**config.mk**
```make
export PLATFORM = sky130hd
export DESIGN_NAME = pwr_wake_ctrl
export DESIGN_NICKNAME = d
export VERILOG_FILES = /design/src/rtl/pwr_wake_pkg.sv /design/src/rtl/pwr_lvl_cmp.sv /design/src/rtl/pwr_stage_seq.sv /design/src/rtl/pwr_wake_ctrl.sv
export SDC_FILE = /design/constraint.sdc
export NUM_CORES = 1
export LEC_CHECK = 0
export BUFFER_PORTS_ARGS = -buffer_cell sky130_fd_sc_hd__buf_2
export CAP_MARGIN = 20
export CORE_AREA = 2 2 55 109
export CTS_CLUSTER_DIAMETER = 60
export DETAILED_ROUTE_END_ITERATION = 10
export DIE_AREA = 0 0 57 111
export GPL_TIMING_DRIVEN = 0
export PLACE_DENSITY_LB_ADDON = 0.25
export SYNTH_ARGS = -nofsm -noshare
export SYNTH_HDL_FRONTEND = slang
export SYNTH_SLANG_ARGS = --single-unit
```
**constraint.sdc**
```tcl
create_clock -name clk -period 2.57 [get_ports clk]
set_input_delay 0.771 -clock clk [delete_from_list [all_inputs] [get_ports clk]]
set_output_delay 0.771 -clock clk [all_outputs]
set_load 0.02 [all_outputs]
```
**src/rtl/pwr_wake_pkg.sv**
```systemverilog
package pwr_wake_pkg;

  typedef enum logic [3:0] {
    OP_NOP  = 4'd0,
    OP_GRST = 4'd1,
    OP_RX   = 4'd2,
    OP_TX   = 4'd3,
    OP_THR  = 4'd4,
    OP_CFG  = 4'd5,
    OP_ICLR = 4'd6,
    OP_XOFF = 4'd7,
    OP_XON  = 4'd8,
    OP_DLY  = 4'd9
  } op_e;

  // packed: keep_adc is bit 3, bias is bit 0
  typedef struct packed {
    logic keep_adc;
    logic auto_go;
    logic armed;
    logic bias;
  } cfg_t;

  typedef enum logic [1:0] {
    PH_IDLE = 2'd0,
    PH_ONE  = 2'd1,
    PH_TWO  = 2'd2,
    PH_DONE = 2'd3
  } phase_e;

endpackage

```
**src/rtl/pwr_lvl_cmp.sv**
```systemverilog
module pwr_lvl_cmp #(
  parameter int LVL_W = 8
) (
  input  logic             clk,
  input  logic             rst,
  input  logic             clr,
  input  logic             thr_we,
  input  logic [LVL_W-1:0] thr_d,
  input  logic [LVL_W-1:0] level,
  output logic             above
);

  logic [LVL_W-1:0] thr_q;

  always_ff @(posedge clk) begin
    if (rst || clr) begin
      thr_q <= '1;
      above <= 1'b0;
    end else begin
      if (thr_we) thr_q <= thr_d;
      above <= (level > thr_q);
    end
  end

endmodule

```
**src/rtl/pwr_stage_seq.sv**
```systemverilog
module pwr_stage_seq
  import pwr_wake_pkg::*;
#(
  parameter int DLY_W = 16
) (
  input  logic             clk,
  input  logic             rst,
  input  logic             clr,
  input  logic             start,
  input  logic [DLY_W-1:0] dly,
  output logic             st_adc,
  output logic             st_filt,
  output logic             st_out,
  output logic             busy
);

  phase_e           ph_q;
  logic [DLY_W-1:0] cnt_q;

  always_ff @(posedge clk) begin
    if (rst || clr) begin
      ph_q    <= PH_IDLE;
      cnt_q   <= '0;
      st_adc  <= 1'b0;
      st_filt <= 1'b0;
      st_out  <= 1'b0;
    end else begin
      unique case (ph_q)
        PH_IDLE: if (start) begin
          st_adc <= 1'b1;
          cnt_q  <= dly;
          ph_q   <= PH_ONE;
        end
        PH_ONE: if (cnt_q != '0) begin
          cnt_q <= cnt_q - 1'b1;
        end else begin
          st_filt <= 1'b1;
          cnt_q   <= dly;
          ph_q    <= PH_TWO;
        end
        PH_TWO: if (cnt_q != '0) begin
          cnt_q <= cnt_q - 1'b1;
        end else begin
          st_out <= 1'b1;
          ph_q   <= PH_DONE;
        end
        default: ;
      endcase
    end
  end

  assign busy = (ph_q == PH_ONE) || (ph_q == PH_TWO);

endmodule

```
**src/rtl/pwr_wake_ctrl.sv**
```systemverilog
module pwr_wake_ctrl
  import pwr_wake_pkg::*;
#(
  parameter int LVL_W   = 8,
  parameter int DLY_W   = 16,
  parameter int CLK_MHZ = 200,
  parameter int WAKE_US = 400,
  parameter int DLY_RST = 16
) (
  input  logic             clk,
  input  logic             rst,
  input  logic             cmd_valid,
  input  logic [3:0]       cmd_op,
  input  logic [DLY_W-1:0] cmd_data,
  input  logic [LVL_W-1:0] level,
  output logic             irq_n,
  output logic             en_xtal,
  output logic             en_bias,
  output logic             en_adc,
  output logic             en_filt,
  output logic             en_out,
  output logic             mode_rx,
  output logic             mode_tx
);

  localparam int DEADLINE_CYC = CLK_MHZ * WAKE_US;
  localparam int MAX_DLY      = (DEADLINE_CYC - 3) / 2;
  localparam logic [DLY_W-1:0] MAX_DLY_V = DLY_W'(MAX_DLY);
  localparam logic [DLY_W-1:0] RST_DLY_V =
    (DLY_RST > MAX_DLY) ? MAX_DLY_V : DLY_W'(DLY_RST);

  op_e op;
  assign op = op_e'(cmd_op);

  logic is_grst, is_rx, is_tx, is_thr, is_cfg, is_iclr, is_xoff, is_xon, is_dly;
  assign is_grst = cmd_valid && (op == OP_GRST);
  assign is_rx   = cmd_valid && (op == OP_RX);
  assign is_tx   = cmd_valid && (op == OP_TX);
  assign is_thr  = cmd_valid && (op == OP_THR);
  assign is_cfg  = cmd_valid && (op == OP_CFG);
  assign is_iclr = cmd_valid && (op == OP_ICLR);
  assign is_xoff = cmd_valid && (op == OP_XOFF);
  assign is_xon  = cmd_valid && (op == OP_XON);
  assign is_dly  = cmd_valid && (op == OP_DLY);

  cfg_t             cfg_q;
  logic [DLY_W-1:0] dly_q;
  logic             xtal_q, rx_q, tx_q, pend_q;
  logic             above, standby, hit, wake, start;
  logic             st_adc, st_filt, st_out, seq_busy;

  pwr_lvl_cmp #(.LVL_W(LVL_W)) u_cmp (
    .clk    (clk),
    .rst    (rst),
    .clr    (is_grst),
    .thr_we (is_thr),
    .thr_d  (cmd_data[LVL_W-1:0]),
    .level  (level),
    .above  (above)
  );

  assign standby = !rx_q && !tx_q;
  assign hit     = standby && cfg_q.armed && above && !pend_q;
  assign wake    = hit && cfg_q.auto_go && cfg_q.bias;
  assign start   = standby && (is_rx || is_tx || wake);

  pwr_stage_seq #(.DLY_W(DLY_W)) u_seq (
    .clk     (clk),
    .rst     (rst),
    .clr     (is_grst),
    .start   (start),
    .dly     (dly_q),
    .st_adc  (st_adc),
    .st_filt (st_filt),
    .st_out  (st_out),
    .busy    (seq_busy)
  );

  // control state
  always_ff @(posedge clk) begin
    if (rst) begin
      xtal_q <= 1'b1;
    end else if (is_xoff) begin
      xtal_q <= 1'b0;
    end else if (is_xon) begin
      xtal_q <= 1'b1;
    end

    if (rst || is_grst) begin
      cfg_q  <= '0;
      dly_q  <= RST_DLY_V;
      rx_q   <= 1'b0;
      tx_q   <= 1'b0;
      pend_q <= 1'b0;
    end else begin
      if (is_cfg) cfg_q <= cfg_t'(cmd_data[3:0]);
      if (is_dly) dly_q <= (cmd_data > MAX_DLY_V) ? MAX_DLY_V : cmd_data;
      if (is_rx) begin
        rx_q <= 1'b1;
        tx_q <= 1'b0;
      end else if (is_tx) begin
        rx_q <= 1'b0;
        tx_q <= 1'b1;
      end else if (wake) begin
        rx_q <= 1'b1;
      end
      if (hit)          pend_q <= 1'b1;
      else if (is_iclr) pend_q <= 1'b0;
    end
  end

  // registered outputs
  always_ff @(posedge clk) begin
    if (rst) begin
      irq_n   <= 1'b1;
      en_xtal <= 1'b1;
      en_bias <= 1'b0;
      en_adc  <= 1'b0;
      en_filt <= 1'b0;
      en_out  <= 1'b0;
      mode_rx <= 1'b0;
      mode_tx <= 1'b0;
    end else begin
      irq_n   <= !pend_q;
      en_xtal <= xtal_q;
      en_bias <= cfg_q.bias;
      en_adc  <= st_adc || cfg_q.keep_adc;
      en_filt <= st_filt;
      en_out  <= st_out;
      mode_rx <= rx_q;
      mode_tx <= tx_q;
    end
  end

endmodule

```
Yosys cells after proc, flatten, opt, wreduce, memory -nomap -nowiden
Cells that the tools add are included.
{ "word_totals": {"ff_bits": 62, "out_inout_bits": 8, "in_bits": 31} }
{ "op_classes": {"n_mux": 16, "eq_ne": 15, "reduce_logical": 35, "bitwise_logic": 1, "n_addsub": 1, "n_lt_le_gt_ge": 2} }
{ "ops": {"columns": ["operator", "n"], "rows": [
  ["two-way mux 16 bit", 4],
  ["one-hot mux 16 bit (3 select lines)", 1],
  ["equality test 4 x 3 -> 1 bit, second input constant", 4],
  ["> comparator 16 bit, second input constant", 1],
  ["logical AND 1 bit", 16],
  ["nonzero test 16 bit", 1],
  ["subtractor 16 x 1 -> 16 bit, second input constant", 1],
  ["equality test 4 x 2 -> 1 bit, second input constant", 2],
  ["equality test 4 bit, second input constant", 2],
  ["> comparator 8 bit", 1],
  ["two-way mux 1 bit", 7],
  ["two-way mux 2 bit", 3],
  ["!= test 2 bit, second input constant", 3],
  ["one-hot mux 2 bit (3 select lines)", 1],
  ["AND reduction 2 bit", 3],
  ["nonzero test 3 bit", 2],
  ["equality test 4 x 1 -> 1 bit, second input constant", 1],
  ["logical OR 1 bit", 4],
  ["AND reduction 4 bit", 1],
  ["nonzero test 2 bit", 2],
  ["zero test 1 bit", 3],
  ["AND reduction 3 bit", 1],
  ["equality test 2 x 1 -> 1 bit, second input constant", 1],
  ["equality test 2 bit, second input constant", 1],
  ["other kinds (4)", 4]
]} }

Depth between registers and ports, before layout
{ "logic_depth": {"word_depth": 11, "depth_mapped": 8} }

Modules after synthesis
From an unflattened synthesis, not the netlist that was laid out.
{ "hier_totals": {"cells_unflattened": 367, "hier_area_um2": 3144.3} }
{ "modules_own_cells": {"columns": ["mod", "area_per_inst_um2", "instances", "cells_per_inst", "seq_area_each_um2"], "rows": [
  ["pwr_stage_seq", 1350.0, 1, 172, 420.4],
  ["pwr_wake_ctrl", 1281.2, 1, 139, 640.6],
  ["pwr_lvl_cmp", 513.0, 1, 56, 180.2]
]} }

Least setup slack after synthesis
Ideal clock, no wire load.
{ "synth_timing": {"path_type": "input port to flip-flop", "startpoint": "input cmd_valid", "endpoint": "register cfg_q[0] (netlist name)", "stages": 6, "t_arrival_ns": 2.035, "n_path_buf": 2, "setup_slack_ns": 0.408, "required_ns": 2.442, "cell_sequence": "nor2b_1 -> nor2b_1 -> a21o_1 -> buf_1 -> buf_1 -> nor2_1"} }
{ "synth_via": {"elab_chain_cells": 2, "word_cells_on_any_way": 3} }
{ "synth_rtl": {"columns": ["item", "line_no", "rtl"], "rows": [
  ["start, declared", "pwr_wake_ctrl.sv:12", "input logic cmd_valid,"],
  ["logical AND 1 bit", "pwr_wake_ctrl.sv:36", "assign is_grst = cmd_valid && (op == OP_GRST);"],
  ["logical OR 1 bit", "pwr_wake_ctrl.sv:89", "if (rst || is_grst) begin"],
  ["end signal, assigned", "pwr_wake_ctrl.sv:96", "if (is_cfg) cfg_q <= cfg_t'(cmd_data[3:0]);"],
  ["end, declared", "pwr_wake_ctrl.sv:46", "cfg_t cfg_q;"]
]} }
Several ways; a longest one is shown, not always the timed one.
A chain may end at the register's enable or synchronous reset.

Worst setup path in the final report
{ "layout_timing": {"startpoint": "input cmd_valid", "endpoint": "register u_seq.cnt_q[1]"} }
{ "layout_via": {"elab_chain_cells": 6, "word_cells_on_any_way": 9} }
{ "layout_rtl": {"columns": ["item", "line_no", "rtl"], "rows": [
  ["logical AND 1 bit, on equally long branches", "pwr_wake_ctrl.sv:37, pwr_wake_ctrl.sv:38", null],
  ["logical OR 1 bit (2 in series)", "pwr_wake_ctrl.sv:65", "assign start = standby && (is_rx || is_tx || wake);"],
  ["logical AND 1 bit", "pwr_wake_ctrl.sv:65", null],
  ["!= test 2 bit (no line)", null, null],
  ["AND reduction 3 bit (no line)", null, null],
  ["end signal, assigned", "pwr_stage_seq.sv:35", "cnt_q <= cnt_q - 1'b1;"],
  ["end signal, assigned", "pwr_stage_seq.sv:38", "cnt_q <= dly;"],
  ["end signal, assigned", "pwr_stage_seq.sv:42", "cnt_q <= cnt_q - 1'b1;"],
  ["end, declared", "pwr_stage_seq.sv:18", "logic [DLY_W-1:0] cnt_q;"]
]} }
Several ways; a longest one is shown, not always the timed one.

==> metrics.md <==
| Metric | Value |
|---|---|
| Mapped Area | 3032 um2 |
| Syn avg cell area | 9.104 um2 |
| Prevailing post-synth register cell | dfxtp_1 |
| Crit-path cells | buf_2 > nor2b_1 > nor2b_1 > a21oi_1 > clkbuf_1 > o21ai_0 > a21oi_1 |
| Crit-path max cell delay | 0.64 ns |
| Top-count cell post-synth | dfxtp_1 |
| Syn nets | 379 |
| Distinct cells, synth | 56 |
| Postcts setup bufs | 0 |
| Startpoint Class | input port |
| Max Slew Vio Count | 0 |
| FFs w/ async S/R, synth | 0% |
| RePlAce Congestion | 0.8814 |
| Slowest CP cell | a21oi_1 |
| Cts-stage hold buffer count | 0 |
| Lkg Pwr | 1.514 nW |
| First-pass GRT wire length | 12,350 um |
| Power Dens Cells | 911.0 nW/um2 |
| Hold Crit Class | reg -> reg |
| CTS H-Tree Depth | 3 |
| Final worst setup slack | 0.1987 ns |
| Row Count | 39 |
| Die height | 111 um |
| MaxCap Viol Count | 0 |
| Worst r2r src | u_seq.ph_q[0]$_SDFFE_PP0P_ |
| Die Width | 57 um |
| GRT overflow | 0 |
| Post-synth top cells | dfxtp_1, nand2_1, nor2_1, a21oi_1, inv_1 |
| DP HPWL | 5692 um |
| Max IR drop VDD | 875.8 uV |
| Router iterations before antenna repair | 5 |
| Root buffer cell | clkbuf_16 |
| WHS Endpoint | irq_n$_SDFF_PP1_ |
| Final Setup Violations | 0 |
| CTS Sinks | 62 |
| Hold path start | pend_q$_SDFFE_PP0P_ |
| Kind of critical path | in -> reg |
| First DRT Iteration DRCs | 168 |
| Setup Total Neg Slack | 0 ns |
| Largest net degree at the start of global routing | 14 |
| R2R setup slack | 0.43 ns |
| Clock Tree Buf Depth | 2 |
| Core area | 5563 um2 |
| Critical Path End Type | flip-flop |
| Status | finished, final reports clean |
| Area share of the largest cell type after synthesis | 40.94% |
| Tightest Pin Transition | 0.9392 ns |
| CP arrival | 2.63 ns |
| Top cells by area, synth | dfxtp_1, ha_1, nand2_1, a21oi_1, a32o_1 |
| Final nets | 428 |
| Final worst-path cycle share | 92.27% |
| Drc violations | 0 |
| # IOs | 39 |
| RSZ-0062 raised after global routing | no |
| Reg2reg end | u_seq.cnt_q[4]$_SDFFE_PP0P_ |
| Syn Inst Count | 333 |
| Vias | 2,742 |
| Yosys reg bits | 62 |
| Layout cells sized above 1 | 20.93% |
| Drt total wl | 7464 um |
| WP data required | 2.83 ns |
| Full die area | 6327 um2 |
| Worst slew margin | 36.81% |
| Diodes inserted | 0 |
| Final Critical Period | 2.371 ns |
| Seq/Total Area, Yosys | 40.94% |
| CTS tree | yes |
| Post-synth EDFFs | 0 |
| Max frequency | 0.4217 GHz |
| Top fanout value on the critical path | 10 |
| Vias in the first global route | 2,687 |
| GR Util All Layers | 25.07% |
| Routed vias/inst | 6.121 |
| Synth warn | 0 |
| Yosys top cell by area | dfxtp_1 |
| ANT nets after route | 0 |
| Setup Slack @ Placement | -0.2542 ns |
| Worst Clk Skew | 0.005892 ns |
| Worst-case reg-to-reg path depth | 7 |
| Antenna violations before repair | 0 |
| Area grow syn2layout | 18.94% |
| Initial core utilization | 54.50% |
| Clk Latency, worst-skew pair | 0.33 ns |
| CTS clock-pin slew for the worst setup and hold paths | 0.06 ns |
| TritonCTS Buffers | 9 |
| PortBufs | 38 |
| Wirelength per Cell | 16.66 um |
| Hold Vio Cnt, Final | 0 |
| Worst hold stages | 1 |
| Power, Total | 3.285 mW |
==> sequential cells by signal, summed over array words and instances (netlist names) <==
| name | count |
|---|---|
| cfg_q | 4 |
| dly_q | 16 |
| en_adc | 1 |
| en_bias | 1 |
| en_filt | 1 |
| en_out | 1 |
| en_xtal | 1 |
| irq_n | 1 |
| mode_rx | 1 |
| mode_tx | 1 |
| pend_q | 1 |
| rx_q | 1 |
| tx_q | 1 |
| u_cmp.above | 1 |
| u_cmp.thr_q | 8 |
| u_seq.cnt_q | 16 |
| u_seq.ph_q | 2 |
| u_seq.st_adc | 1 |
| u_seq.st_filt | 1 |
| u_seq.st_out | 1 |
| xtal_q | 1 |
==> power by group <==
part           internal, mW  switching, mW
logic                 0.345          0.644
clock network         0.763          0.471
registers              1.02         0.0455
==> worst max-delay path, delay by kind of cell <==
family,cells,cell delay (ns)
buffers and inverters,2,0.58
AO/OA/AOI/OAI,3,0.94
AND/OR/NAND/NOR,2,0.34
==> kinds of logic after synthesis <==
group                      count (synthesis)  synth area share [%]
AOI/OAI and AO/OA                        102                 25.30
muxes                                      6                 1.981
DFF                                       62                 40.94
buffers and inverters                     34                 4.540
adders and majority gates                 15                 6.191
and+or+nand+nor                          114                 21.05
==> layout make-up <==
class                   count  area [um2]
fillers                   474        1957
multi-input cells         237        1653
flip-flops and latches     62        1241
clock buffers               9       225.2
repair buffers             38       190.2
clock inverters             7       81.33
inverters                  21       78.83
well taps                  61       76.32
plain buffers              13       60.06
==> metrics by stage <==
| step | util, % | instances | instance area (um2) | hold slack [ns] |
|---|---|---|---|---|
| finish | 64.82 | 448 | 3606 | 0.4412 |
| global route | 64.82 | 448 | 3606 | 0.4486 |
| CTS | 64.80 | 448 | 3605 | 0.4335 |
| detailed placement | 59.29 | 432 | 3298 | 0.4146 |
| global placement | 59.29 | 432 | 3298 | 0.4119 |
| floorplan | - | 333 | 3032 | 0.3836 |
==> what timing repair did <==
item,CTS,global route
resized for setup,0,1
setup endpoints to repair,0,10
hold endpoints to repair,0,0
==> cell usage in the layout (no fill, tap or decap), drive strengths merged, types with 4 or more instances in the layout <==
cell type   n
buf        44
nand3       8
o211ai     11
nor2       28
nor3        8
dfxtp      62
nand2      33
mux2i       6
a32o       11
a22oi       8
o22ai       4
ha         15
a32oi       4
nor4        4
clkbuf     16
a21oi      23
o21ai      15
o221a       7
nor2b      10
inv        24
==> metal layers <==
layer	vias up	global-route usage [%]	routed length [um]
met5	-	0	0
met4	0	12.71	241
met3	21	6.184	445
met2	95	41.15	3772
met1	1289	29.52	3004
li1	1337	-	-
==> worst max-delay path by stage <==
stage | from | endpoint | slack, ns
6_report | cmd_valid | u_seq.cnt_q[1]$_SDFFE_PP0P_ | 0.20
5_1_grt | cmd_valid | dly_q[8]$_SDFFE_PP0P_ | 0.06
4_1_cts | cmd_valid | cfg_q[3]$_SDFFE_PP0P_ | 0.09
3_5_place_dp | cmd_valid | cfg_q[1]$_SDFFE_PP0P_ | -0.25
3_3_place_gp | cmd_valid | u_seq.st_filt$_SDFFE_PP0P_ | -0.16
2_1_floorplan | cmd_valid | cfg_q[0]$_SDFFE_PP0P_ | 0.41
No activity file was read; power rests on OpenSTA's default activity.
